<file path="src/rtl/sodt_pkg.sv">
package sodt_pkg;
   // Counter organisation chosen per instance
   typedef enum logic {
      CNT_UP   = 1'b0,
      CNT_DOWN = 1'b1
   } cnt_style_e;
endpackage

</file>
<file path="src/rtl/sodt_ctl_reg.sv">
module sodt_ctl_reg #(
   parameter int          REG_W   = 32,
   parameter int          ADDR_W  = 8,
   parameter logic [7:0]  OFFSET  = 8'h0C
) (
   input  logic              clk,
   input  logic              rst,
   input  logic              wr,
   input  logic [ADDR_W-1:0] addr,
   input  logic [REG_W-1:0]  wdata,
   output logic [REG_W-1:0]  rdata,
   output logic [REG_W-1:0]  ctl_q
);
   logic hit;

   assign hit = (addr == ADDR_W'(OFFSET));

   always_ff @(posedge clk) begin
      if (rst)
         ctl_q <= '0;
      else if (wr && hit)
         ctl_q <= wdata;
   end

   assign rdata = hit ? ctl_q : '0;

   AST_WRITE_STORES: assert property (@(posedge clk) disable iff (rst)
      (wr && hit) |=> (ctl_q == $past(wdata)));
   AST_MISS_KEEPS: assert property (@(posedge clk) disable iff (rst)
      (wr && !hit) |=> $stable(ctl_q));
endmodule

</file>
<file path="src/rtl/sodt_edge_arm.sv">
module sodt_edge_arm #(
   parameter int DELAY_W = 30
) (
   input  logic               clk,
   input  logic               rst,
   input  logic               susp_n,
   input  logic               ctl_en,
   input  logic [DELAY_W-1:0] ctl_dly,
   input  logic               cs_en,
   input  logic [DELAY_W-1:0] cs_dly,
   output logic               fall,
   output logic               go
);
   logic susp_n_d;
   logic too_late;

   always_ff @(posedge clk) begin
      if (rst)
         susp_n_d <= 1'b1;
      else
         susp_n_d <= susp_n;
   end

   assign fall     = susp_n_d & ~susp_n;
   // Clock stop would freeze the counter first: never disable this period
   assign too_late = cs_en && (ctl_dly > cs_dly);
   assign go       = fall && ctl_en && !too_late;

   AST_FALL_NEEDS_LOW: assert property (@(posedge clk) disable iff (rst)
      fall |=> !$past(susp_n));
endmodule

</file>
<file path="src/rtl/sodt_delay_cnt.sv">
module sodt_delay_cnt
   import sodt_pkg::*;
#(
   parameter int         DELAY_W = 30,
   parameter cnt_style_e STYLE   = CNT_UP
) (
   input  logic               clk,
   input  logic               rst,
   input  logic               susp_n,
   input  logic               fall,
   input  logic               go,
   input  logic [DELAY_W-1:0] dly_in,
   input  logic               tick,
   output logic               off_q
);
   logic               armed_q;
   logic [DELAY_W-1:0] cnt_q;
   logic               hit_end;

   generate
      if (STYLE == CNT_UP) begin : g_up
         logic [DELAY_W-1:0] dly_q;

         assign hit_end = (cnt_q == dly_q);

         always_ff @(posedge clk) begin
            if (rst) begin
               cnt_q <= '0;
               dly_q <= '0;
            end else if (!susp_n) begin
               if (fall) begin
                  cnt_q <= '0;
                  dly_q <= dly_in;
               end else if (armed_q && tick && !hit_end) begin
                  cnt_q <= cnt_q + 1'b1;
               end
            end
         end

         AST_CNT_BOUND: assert property (@(posedge clk) disable iff (rst)
            armed_q |-> (cnt_q <= dly_q));
         AST_DLY_FROZEN: assert property (@(posedge clk) disable iff (rst)
            !fall |=> $stable(dly_q));
      end else begin : g_down
         assign hit_end = (cnt_q == '0);

         always_ff @(posedge clk) begin
            if (rst) begin
               cnt_q <= '0;
            end else if (!susp_n) begin
               if (fall)
                  cnt_q <= dly_in;
               else if (armed_q && tick && !hit_end)
                  cnt_q <= cnt_q - 1'b1;
            end
         end
      end
   endgenerate

   always_ff @(posedge clk) begin
      if (rst) begin
         armed_q <= 1'b0;
         off_q   <= 1'b0;
      end else if (susp_n) begin
         armed_q <= 1'b0;
         off_q   <= 1'b0;
      end else if (fall) begin
         armed_q <= go;
      end else if (armed_q && tick && hit_end) begin
         armed_q <= 1'b0;
         off_q   <= 1'b1;
      end
   end

   AST_OFF_NEEDS_TICK: assert property (@(posedge clk) disable iff (rst)
      $rose(off_q) |-> $past(tick));
   AST_HOLD_OFF: assert property (@(posedge clk) disable iff (rst)
      (off_q && !susp_n) |=> off_q);
   AST_NO_OFF_UNARMED: assert property (@(posedge clk) disable iff (rst)
      (!armed_q && !off_q) |=> !off_q);
endmodule

</file>
<file path="src/rtl/sleep_out_disable_timer.sv">
module sleep_out_disable_timer
   import sodt_pkg::*;
#(
   parameter int         DELAY_W = 30,
   parameter int         ADDR_W  = 8,
   parameter logic [7:0] OFFSET  = 8'h0C,
   parameter cnt_style_e STYLE   = CNT_UP,
   localparam int        REG_W   = DELAY_W + 2,
   localparam int        EN_BIT  = DELAY_W
) (
   input  logic               clk,
   input  logic               rst,
   input  logic               bus_wr,
   input  logic [ADDR_W-1:0]  bus_addr,
   input  logic [REG_W-1:0]   bus_wdata,
   output logic [REG_W-1:0]   bus_rdata,
   input  logic               slow_tick,
   input  logic               susp_n,
   input  logic               cs_en,
   input  logic [DELAY_W-1:0] cs_delay,
   output logic               out_en
);
   generate
      if (DELAY_W < 1 || DELAY_W > 30) begin : g_bad_w
         $error("DELAY_W must lie in 1..30");
      end
      if (ADDR_W < 1 || ADDR_W > 8) begin : g_bad_a
         $error("ADDR_W must lie in 1..8");
      end
   endgenerate

   logic [REG_W-1:0] ctl_q;
   logic             fall;
   logic             go;
   logic             off_q;

   sodt_ctl_reg #(
      .REG_W  (REG_W),
      .ADDR_W (ADDR_W),
      .OFFSET (OFFSET)
   ) u_reg (
      .clk   (clk),
      .rst   (rst),
      .wr    (bus_wr),
      .addr  (bus_addr),
      .wdata (bus_wdata),
      .rdata (bus_rdata),
      .ctl_q (ctl_q)
   );

   sodt_edge_arm #(
      .DELAY_W (DELAY_W)
   ) u_arm (
      .clk     (clk),
      .rst     (rst),
      .susp_n  (susp_n),
      .ctl_en  (ctl_q[EN_BIT]),
      .ctl_dly (ctl_q[DELAY_W-1:0]),
      .cs_en   (cs_en),
      .cs_dly  (cs_delay),
      .fall    (fall),
      .go      (go)
   );

   sodt_delay_cnt #(
      .DELAY_W (DELAY_W),
      .STYLE   (STYLE)
   ) u_cnt (
      .clk    (clk),
      .rst    (rst),
      .susp_n (susp_n),
      .fall   (fall),
      .go     (go),
      .dly_in (ctl_q[DELAY_W-1:0]),
      .tick   (slow_tick),
      .off_q  (off_q)
   );

   // Wake path is combinational: no edge needed to re-enable drivers
   assign out_en = susp_n | ~off_q;

   AST_WAKE_IMMEDIATE: assert property (@(posedge clk) disable iff (rst)
      susp_n |-> out_en);
   AST_QUIET_AWAKE: assert property (@(posedge clk) disable iff (rst)
      (susp_n && slow_tick) |=> $past(out_en));
endmodule

</file>
<file path="config.mk">
export PLATFORM = sky130hd
export DESIGN_NAME = sleep_out_disable_timer
export DESIGN_NICKNAME = d
export VERILOG_FILES = /design/src/rtl/sodt_pkg.sv /design/src/rtl/sodt_ctl_reg.sv /design/src/rtl/sodt_edge_arm.sv /design/src/rtl/sodt_delay_cnt.sv /design/src/rtl/sleep_out_disable_timer.sv
export SDC_FILE = /design/constraint.sdc
export NUM_CORES = 1
export LEC_CHECK = 0
export BUFFER_PORTS_ARGS = -buffer_cell sky130_fd_sc_hd__buf_2
export CELL_PAD_IN_SITES_DETAIL_PLACEMENT = 0
export CELL_PAD_IN_SITES_GLOBAL_PLACEMENT = 1
export CORE_MARGIN = 2
export CORE_UTILIZATION = 40
export CTS_CLUSTER_SIZE = 25
export DETAILED_ROUTE_END_ITERATION = 6
export PLACE_DENSITY_LB_ADDON = 0.1
export SLEW_MARGIN = 0
export SYNTH_ARGS = -nofsm -noshare
export SYNTH_HDL_FRONTEND = slang
export SYNTH_SLANG_ARGS = --single-unit
</file>
<file path="constraint.sdc">
create_clock -name clk -period 2.2 [get_ports clk]
set_input_delay 0.11 -clock clk [delete_from_list [all_inputs] [get_ports clk]]
set_output_delay 0.11 -clock clk [all_outputs]
set_load 0.05 [all_outputs]
</file>
After elaboration in Yosys (flattened, before gate mapping) --
Cells that the tools add are included.
Cells by class: add/sub/neg operators 1, magnitude comparators 1, eq/ne operators 2, muxes and demuxes 5, bitwise gates (word level) 5, reductions and logical operators 15
Operators by type and width (number):
- $mux W30 | 2
- $mux W32 | 1
- $add A30 B1 Y30 const B | 1
- $eq A30 B30 Y1 | 1
- $gt A30 B30 Y1 | 1
- $eq A8 B4 Y1 const B | 1
- $logic_and A1 B1 Y1 | 7
- $reduce_and A2 Y1 | 3
- $reduce_bool A2 Y1 | 2
- $not A1 Y1 | 3
- $logic_not A1 Y1 | 2
- $mux W1 | 2
- $reduce_or A2 Y1 | 1
- $and A1 B1 Y1 | 1
- $or A1 B1 Y1 | 1
Word-level totals: flip-flop bits (word level) 95, input port bits 76, output and inout bits 33, word-level logic and storage cells 35

Longest topological paths before layout --
Gate-level depths: netlist of the first run.
word-level depth 5, depth in mapped cells 9, mapped depth without buffers 8

By module --
A second synthesis of the first run with hierarchy kept.
Unflattened totals: cells, all modules 716, area total of the unflattened synthesis 5763.0 µm²
By module, submodules not included:
- sodt_delay_cnt | instances 1, cells an instance 422, area an instance 3269.4 µm², sequential area each 1241.2 µm²
- sodt_ctl_reg | instances 1, cells an instance 179, area an instance 1689.1 µm², sequential area each 640.6 µm²
- sodt_edge_arm | instances 1, cells an instance 114, area an instance 798.3 µm², sequential area each 20.0 µm²
- sleep_out_disable_timer | instances 1, cells an instance 1, area an instance 6.3 µm², sequential area each 0.0 µm²

Worst setup path after synthesis of the first run --
OpenSTA, ideal clock, no wires.
path type flip-flop to flip-flop, start point register u_cnt.cnt_q[4], end point register u_cnt.armed_q, setup time 0.117 ns, arrival time 1.810 ns, data required time 2.083 ns, slack 0.273 ns, cell stages (with the launch flop) 9, path buffers 2, period minus slack after synthesis 1.927 ns, path through dfxtp_1 xnor2_1 nand4_1 nor4_2 and2_1 buf_4 buf_6 nand3_1 a22o_1
Between the ends: cells in the longest elaborated chain, start to end 3
Ends and longest elaborated chain:
- start, declared | line sodt_delay_cnt.sv:17 | logic [DELAY_W-1:0] cnt_q;
- start signal, assigned | line sodt_delay_cnt.sv:35 | cnt_q <= cnt_q + 1'b1;
- $eq A30 B30 Y1 | line sodt_delay_cnt.sv:24 | assign hit_end = (cnt_q == dly_q);
- $logic_and A1 B1 Y1 | line sodt_delay_cnt.sv:69 | end else if (armed_q && tick && hit_end) begin
- $reduce_bool A2 Y1 (no source line)
- end signal, assigned | line sodt_delay_cnt.sv:68 | armed_q <= go;
- end, declared | line sodt_delay_cnt.sv:16 | logic armed_q;
No other way between the ends. A chain may end at the register's enable or synchronous reset.

Final worst setup path of the first run --
start point register u_cnt.cnt_q[26], end point register u_cnt.cnt_q[14]
Between the ends: cells in the longest elaborated chain, start to end 5
Ends and longest elaborated chain:
- $eq A30 B30 Y1 | line sodt_delay_cnt.sv:24
- $logic_not A1 Y1 | line sodt_delay_cnt.sv:34 | end else if (armed_q && tick && !hit_end) begin
- $logic_and A1 B1 Y1 | line sodt_delay_cnt.sv:34
- $reduce_bool A2 Y1 (no source line)
- $reduce_and A2 Y1 (no source line)
No other way between the ends.

==> flow_summary.ini, run 1 <==
[floorplanning]
fp.dieArea_sq_um = 14050
chipHeight_microns = 118.5
rows = 41
starting_density_of_the_core_pct = 41.25
floorplan.io_pins = 109
core-area_sq_um = 12720
floorplan.die.width_microns = 118.5

[routing]
detailroute.via_count = 5000
drt_first_iter_violations = 278
routed_wirelength_mm = 15.34
wl_per_cell_microns = 15.65
detail_route.drc_violations = 0
postRouteAntennaNets = 0
detailedRoute.firstPassIterationCount = 4
route.detailed.vias_per_inst = 5.102

[final_layout]
post_route_cells_drive_above_1_share_pct = 22.52
design_area_sq_um = 6683
final_cell_count_no_fill = 980
num_antenna_cells = 0
fin_nets = 910
syn_to_final_growth_pct = 27.35

[timing]
timing_worst_slew_pin_value_ns = 0.6966
grt_setup_unrepaired = false
finalCriticalPeriod_ns = 2.042
fin_skew_ns = 0.005277
totalNegativeSetupSlack_ns = 0
worst_max_slew_margin_expressed_relative_to_the_limit_pct = 53.56
hold_vio_cnt_final = 0
finalWorstSetupSlack_ns = 0.1577
setup_viol_count_final = 0
final.period_utilization_pct = 92.83
slew_viols_final = 0
max_freq_ghz = 0.4896

[setup_path]
worst_setup_path_end_kind = flop
setup.worst_path.class = reg -> reg
required_ns = 2.45
critical_path_at_ns = 2.29
largest_fanout_on_the_critical_path = 6
critPathLaunchType = flop

[grt]
number_of_global_route_vias_before_repair = 4883
largest_net_degree_at_the_start_of_global_routing = 66
global_route.overflow_total = 0
grt_pass1_wl_mm = 24.72
antenna_found_initial = 0
track_usage_pct = 22.15

[synth]
post_synth.cell_area_avg_sq_um = 7.963
yosys.area_share.adder_pct = 7.392
synth-async-reset-ratio_pct = 0
mappedNetlistNets = 766
yosys_synthesis_warning_count = 0
synth-seq-cells = 95
synth-xor-area-share_pct = 7.010
ys_types = 51
synth_seq_area_share_pct = 36.24
synth_enable_flop_cells = 0
post_synth_instance_area_sq_um = 5248
synth_simple_gate_area_share_pct = 28.40
syn-instance-count = 659
synth-compound-area-share_pct = 14.40
synth_flop_cell = sky130_fd_sc_hd__dfxtp_1
combinational_family_with_the_most_area_after_synthesis = simple AND/OR/NAND/NOR gates
muxShareOfSynthArea_pct = 0.7868

[cts]
worst_skew_pair.late_latency_ns = 0.35
cts_tree = done
cts_max_level = 3
cts-root-buf = sky130_fd_sc_hd__clkbuf_16
postCtsSetupBuffers = 0
clock_path_buffers = 2
cts_made_buffers = 9
clk_transition_reported_paths_ns = 0.07
clock_sink_count = 95

[placement]
numPortBuffers = 108
dpl.hpwl_mm = 11.48
gpl.final_weighted_congestion = 0.8965
postPlaceCellArea_sq_um = 6108
detailedPlace.worstSlack_ns = 0.1374
placed_cells_incl_taps = 939

[pwr]
static-leakage-power_nw = 2.749
ir_worst_vdd_uv = 346.2
power.density_nw_per_um2 = 535.1
power.total_mw = 3.576

[worst_hold_path]
hold_path.class = in -> reg

[job]
maxCapViolations = 0

[status]
run_status = complete, no violations
state kept, by name, summed over array words and instances (netlist names):
signal            flops
u_reg.ctl_q          32
u_cnt.cnt_q          30
u_cnt.g_up.dly_q     30
u_arm.susp_n_d        1
u_cnt.armed_q         1
u_cnt.off_q           1
timing repair:
action | CTS | global route
resized for setup | 0 | 4
hold buffers | 24 | 1
endpoints found under the setup margin | 0 | 16
hold endpoints to repair | 24 | 1
path summary, 6_finish.rpt:
| path | from | end | slack, ns | depth (start not counted) |
|---|---|---|---|---|
| setup / recovery | u_cnt.cnt_q[26] | u_cnt.cnt_q[14] | 0.16 | 7 |
| hold reg to reg | u_reg.ctl_q[31] | u_reg.ctl_q[31] | 0.46 | 2 |
| hold / removal | bus_wdata[7] | u_reg.ctl_q[7] | 0.01 | 3 |
| setup reg to reg | u_cnt.cnt_q[26] | u_cnt.cnt_q[14] | 0.16 | 7 |
worst max-delay path: stages, from the launching register on:
cell and delay, ns:
sky130_fd_sc_hd__dfxtp_1 0.33, sky130_fd_sc_hd__xnor2_1 0.31, sky130_fd_sc_hd__nand4_1 0.19, sky130_fd_sc_hd__nor4_4 0.38, sky130_fd_sc_hd__and2_1 0.28, sky130_fd_sc_hd__buf_4 0.18, sky130_fd_sc_hd__o311ai_0 0.16, sky130_fd_sc_hd__o41ai_1 0.09
cells by family after synthesis:
group	count (synthesis)
compound gates	127
xor+xnor	42
fa+ha+maj	31
buf+inv	72
flops	95
mux	4
simple gates	288
cell usage in the layout, fill, tap and decap left out, types with 4 or more instances in the layout:
| cell | n |
|---|---|
| sky130_fd_sc_hd__dfxtp_1 | 95 |
| sky130_fd_sc_hd__a211oi_1 | 6 |
| sky130_fd_sc_hd__nor4_4 | 4 |
| sky130_fd_sc_hd__o21ai_0 | 10 |
| sky130_fd_sc_hd__dlygate4sd3_1 | 25 |
| sky130_fd_sc_hd__xnor2_1 | 40 |
| sky130_fd_sc_hd__nand4_1 | 22 |
| sky130_fd_sc_hd__and2_1 | 36 |
| sky130_fd_sc_hd__clkbuf_16 | 9 |
| sky130_fd_sc_hd__buf_2 | 108 |
| sky130_fd_sc_hd__or4_1 | 6 |
| sky130_fd_sc_hd__ha_1 | 31 |
| sky130_fd_sc_hd__nand3_1 | 13 |
| sky130_fd_sc_hd__inv_1 | 36 |
| sky130_fd_sc_hd__nand2b_1 | 4 |
| sky130_fd_sc_hd__a21oi_1 | 91 |
| sky130_fd_sc_hd__nor2_1 | 20 |
| sky130_fd_sc_hd__or3_1 | 8 |
| sky130_fd_sc_hd__nand2_1 | 147 |
| sky130_fd_sc_hd__buf_4 | 36 |
routing by layer:
metal | GRT usage (%) | share of wire, % | up-vias
met1 | 29.65 | 47 | 2331
met3 | 5.019 | 4.2 | 19
met2 | 35.49 | 46 | 115
li1 | - | - | 2535
met5 | 0 | 0 | -
met4 | 6.696 | 2.0 | 0
area by class of cell:
class	instances	area, sq um
clock buffer	11	242.7
fill	1308	6040
inverter	36	135.1
clock inverter	5	57.56
sequential	95	1902
tap	172	215.2
timing repair buffer	169	1061
multi-input combinational	492	3069
where the power goes:
part | switching [mW] | internal (mW) | total, mW
Clock | 0.700 | 0.911 | 1.61
Sequential | 0.00176 | 1.72 | 1.72
Combinational | 0.127 | 0.115 | 0.242
synthesized netlist by cell type (5+ instances only):
cell / n / share of area [%]
sky130_fd_sc_hd__buf_2: 5 / 0.48
sky130_fd_sc_hd__a211oi_1: 6 / 0.86
sky130_fd_sc_hd__nor2_1: 20 / 1.4
sky130_fd_sc_hd__inv_1: 36 / 2.6
sky130_fd_sc_hd__buf_4: 5 / 0.72
sky130_fd_sc_hd__nand3_1: 13 / 1.2
sky130_fd_sc_hd__or3_1: 8 / 0.95
sky130_fd_sc_hd__o21ai_0: 10 / 0.95
sky130_fd_sc_hd__nand4_1: 22 / 2.6
sky130_fd_sc_hd__nand2_1: 148 / 11
sky130_fd_sc_hd__clkbuf_1: 25 / 1.8
sky130_fd_sc_hd__or4_1: 6 / 0.86
sky130_fd_sc_hd__xnor2_1: 41 / 6.8
sky130_fd_sc_hd__dfxtp_1: 95 / 36
sky130_fd_sc_hd__and2_1: 36 / 4.3
sky130_fd_sc_hd__ha_1: 31 / 7.4
sky130_fd_sc_hd__a21oi_1: 91 / 8.7
metrics by stage:
step	hold slack, ns	utilization [%]
final	0.01178	52.53
after global routing	0.01687	52.53
after CTS	0.0002698	52.26
after detailed placement	0.3577	48.01
after global placement	0.3501	48.01
after floorplan	0.2460	-
Power figures use the tool's default switching activity.
==> inputs of run 2 (changes only) <==
ABC_AREA = 1   (was not set)
CORE_UTILIZATION = 39   (was 40)
==> flow_summary.ini, run 2 <==
[status]
run_status = complete, no violations

[timing]
finalCriticalPeriod_ns = 1.880
timing_worst_slew_pin_value_ns = 0.5898
slew_viols_final = 0
setup_viol_count_final = 0
grt_setup_unrepaired = false
totalNegativeSetupSlack_ns = 0
final.period_utilization_pct = 85.45
hold_vio_cnt_final = 0
fin_skew_ns = 0.008012
max_freq_ghz = 0.5319
worst_max_slew_margin_expressed_relative_to_the_limit_pct = 60.64

[cts]
clock_sink_count = 95
clk_transition_reported_paths_ns = 0.07
cts_made_buffers = 9
cts_tree = done
clock_path_buffers = 2
cts-root-buf = sky130_fd_sc_hd__clkbuf_16
worst_skew_pair.late_latency_ns = 0.36
cts_max_level = 3
postCtsSetupBuffers = 0

[final_layout]
register_area_sq_um = 1902
largest-register = u_reg.ctl_q
post_route_cells_drive_above_1_share_pct = 13.90
design_area_sq_um = 7139
num_antenna_cells = 0
number_of_fillers_in_the_final_layout = 1539
most-common-layout-cells = sky130_fd_sc_hd__nand2_1, sky130_fd_sc_hd__nor2_1, sky130_fd_sc_hd__inv_1
finalCoreUtilization_pct = 48.94
syn_to_final_growth_pct = 22.45
final_cell_count_no_fill = 1213
number_of_flip_flops_under_the_largest_register_name = 32
largest_registers = u_reg.ctl_q x32, u_cnt.cnt_q x30, u_cnt.g_up.dly_q x30
fin_nets = 1131
multiInputGateArea_sq_um = 3238
mostFrequentLayoutCell = sky130_fd_sc_hd__nand2_1

[setup_path]
required_ns = 2.49
critical_path_at_ns = 2.17
largest_fanout_on_the_critical_path = 7
regToRegSetupSlack_ns = 0.32
worst_setup_path_end_kind = flop
setup.worst_path.class = reg -> reg
critPathLaunchType = flop

[synth]
yosysMostFrequentCell = sky130_fd_sc_hd__nand2_1
post_synth.cell_area_avg_sq_um = 6.421
synth_area_leaders = sky130_fd_sc_hd__dfxtp_1, sky130_fd_sc_hd__nand2_1, sky130_fd_sc_hd__nor2_1, sky130_fd_sc_hd__inv_1, sky130_fd_sc_hd__ha_1
syn-instance-count = 908
synth_top_area_share_pct = 32.62
ys_types = 23
synth-compound-area-share_pct = 12.75
synth_top_cells_by_count = sky130_fd_sc_hd__nand2_1, sky130_fd_sc_hd__nor2_1, sky130_fd_sc_hd__inv_1, sky130_fd_sc_hd__dfxtp_1, sky130_fd_sc_hd__a21oi_1
muxShareOfSynthArea_pct = 0
yosys_synthesis_warning_count = 0
synth-xor-area-share_pct = 5.408
mappedNetlistNets = 1015
post_synth_instance_area_sq_um = 5831
yosys.area_share.adder_pct = 6.652
synth-async-reset-ratio_pct = 0
synth_flop_cell = sky130_fd_sc_hd__dfxtp_1
synth_enable_flop_cells = 0
synthDominantAreaCellType = sky130_fd_sc_hd__dfxtp_1
synth_simple_gate_area_share_pct = 30.64
combinational_family_with_the_most_area_after_synthesis = simple AND/OR/NAND/NOR gates
synth-seq-cells = 95
synth_seq_area_share_pct = 32.62

[floorplanning]
floorplan.io_pins = 109
floorplan.die.width_microns = 126.3
starting_density_of_the_core_pct = 39.97
chipHeight_microns = 126.3
core-area_sq_um = 14590
fp.dieArea_sq_um = 15940
rows = 44

[routing]
detailroute.via_count = 5803
detailedRoute.firstPassIterationCount = 4
routed_wirelength_mm = 16.84
drt_first_iter_violations = 316
wl_per_cell_microns = 13.88
route.detailed.vias_per_inst = 4.784
detail_route.drc_violations = 0
postRouteAntennaNets = 0

[placement]
dpl.hpwl_mm = 12.23
numPortBuffers = 108
gpl.final_weighted_congestion = 0.8605
placed_cells_incl_taps = 1170
postPlaceCellArea_sq_um = 6544

[job]
maxCapViolations = 0

[pwr]
ir_worst_vdd_uv = 405.9
power.total_mw = 3.894
power.density_nw_per_um2 = 545.5
static-leakage-power_nw = 3.260

[grt]
grt_pass1_wl_mm = 27.59
global_route.overflow_total = 0
largest_net_degree_at_the_start_of_global_routing = 50
number_of_global_route_vias_before_repair = 5401
antenna_found_initial = 0
track_usage_pct = 21.44

[worst_hold_path]
hold_path.class = in -> reg
-- run 2: per-layer routing --
metal | GRT usage, % | wire (microns)
met3 | 2.804 | 714
met5 | 0 | 0
met1 | 31.13 | 8474
met4 | 6.917 | 240
met2 | 32.92 | 7406
-- run 2: metrics by stage --
| step | setup WS, ns | hold WS, ns |
|---|---|---|
| global route | 0.1126 | 0.02111 |
| CTS | 0.3035 | 0.001121 |
| detailed placement | 0.3281 | 0.3441 |
| finish | 0.3201 | 0.006130 |
| global placement | 0.3910 | 0.3408 |
| floorplan | 0.5376 | 0.2521 |
-- run 2: where the power goes --
group | internal, mW | total, mW | switching [mW] | leakage (nW)
sequential | 1.76 | 1.78 | 0.0222 | 0.771
combinational | 0.160 | 0.348 | 0.188 | 2.33
clock | 1.06 | 1.77 | 0.710 | 0.160
-- run 2: cell families after synthesis --
kind of cell	after synthesis
simple gates	423
buf+inv	178
compound gates	145
flops	95
xor+xnor	36
fa+ha+maj	31
-- run 2: final cells by class --
class                   count  share of cell area, %
repair buffers            149                  13.18
clock buffers              13                  3.645
multi-input cells         635                  45.36
inverters                 134                  7.045
well taps                 184                  3.225
clock inverters             3                 0.9113
flip-flops and latches     95                  26.64
-- run 2: path summary, 6_finish.rpt --
kind                  start              end  depth (start not counted)
max          u_cnt.cnt_q[0]  u_cnt.cnt_q[16]                          8
min            bus_wdata[3]   u_reg.ctl_q[3]                          3
max reg2reg  u_cnt.cnt_q[0]  u_cnt.cnt_q[16]                          8
min reg2reg     u_cnt.off_q      u_cnt.off_q                          2
-- run 2: worst max-delay path, stage by stage, from the launching register on --
cell and delay, ns:
sky130_fd_sc_hd__dfxtp_1 0.45, sky130_fd_sc_hd__ha_1 0.31, sky130_fd_sc_hd__inv_1 0.09, sky130_fd_sc_hd__nor2_2 0.26, sky130_fd_sc_hd__nand2_1 0.15, sky130_fd_sc_hd__nor2_1 0.14, sky130_fd_sc_hd__xor2_1 0.15, sky130_fd_sc_hd__nand4_1 0.10
sky130_fd_sc_hd__a21oi_1 0.15
-- run 2: what timing repair did --
action | 4_1_cts | 5_1_grt
hold endpoints to repair | 27 | 0
hold buffers | 27 | 0
gates resized for setup | 0 | 0
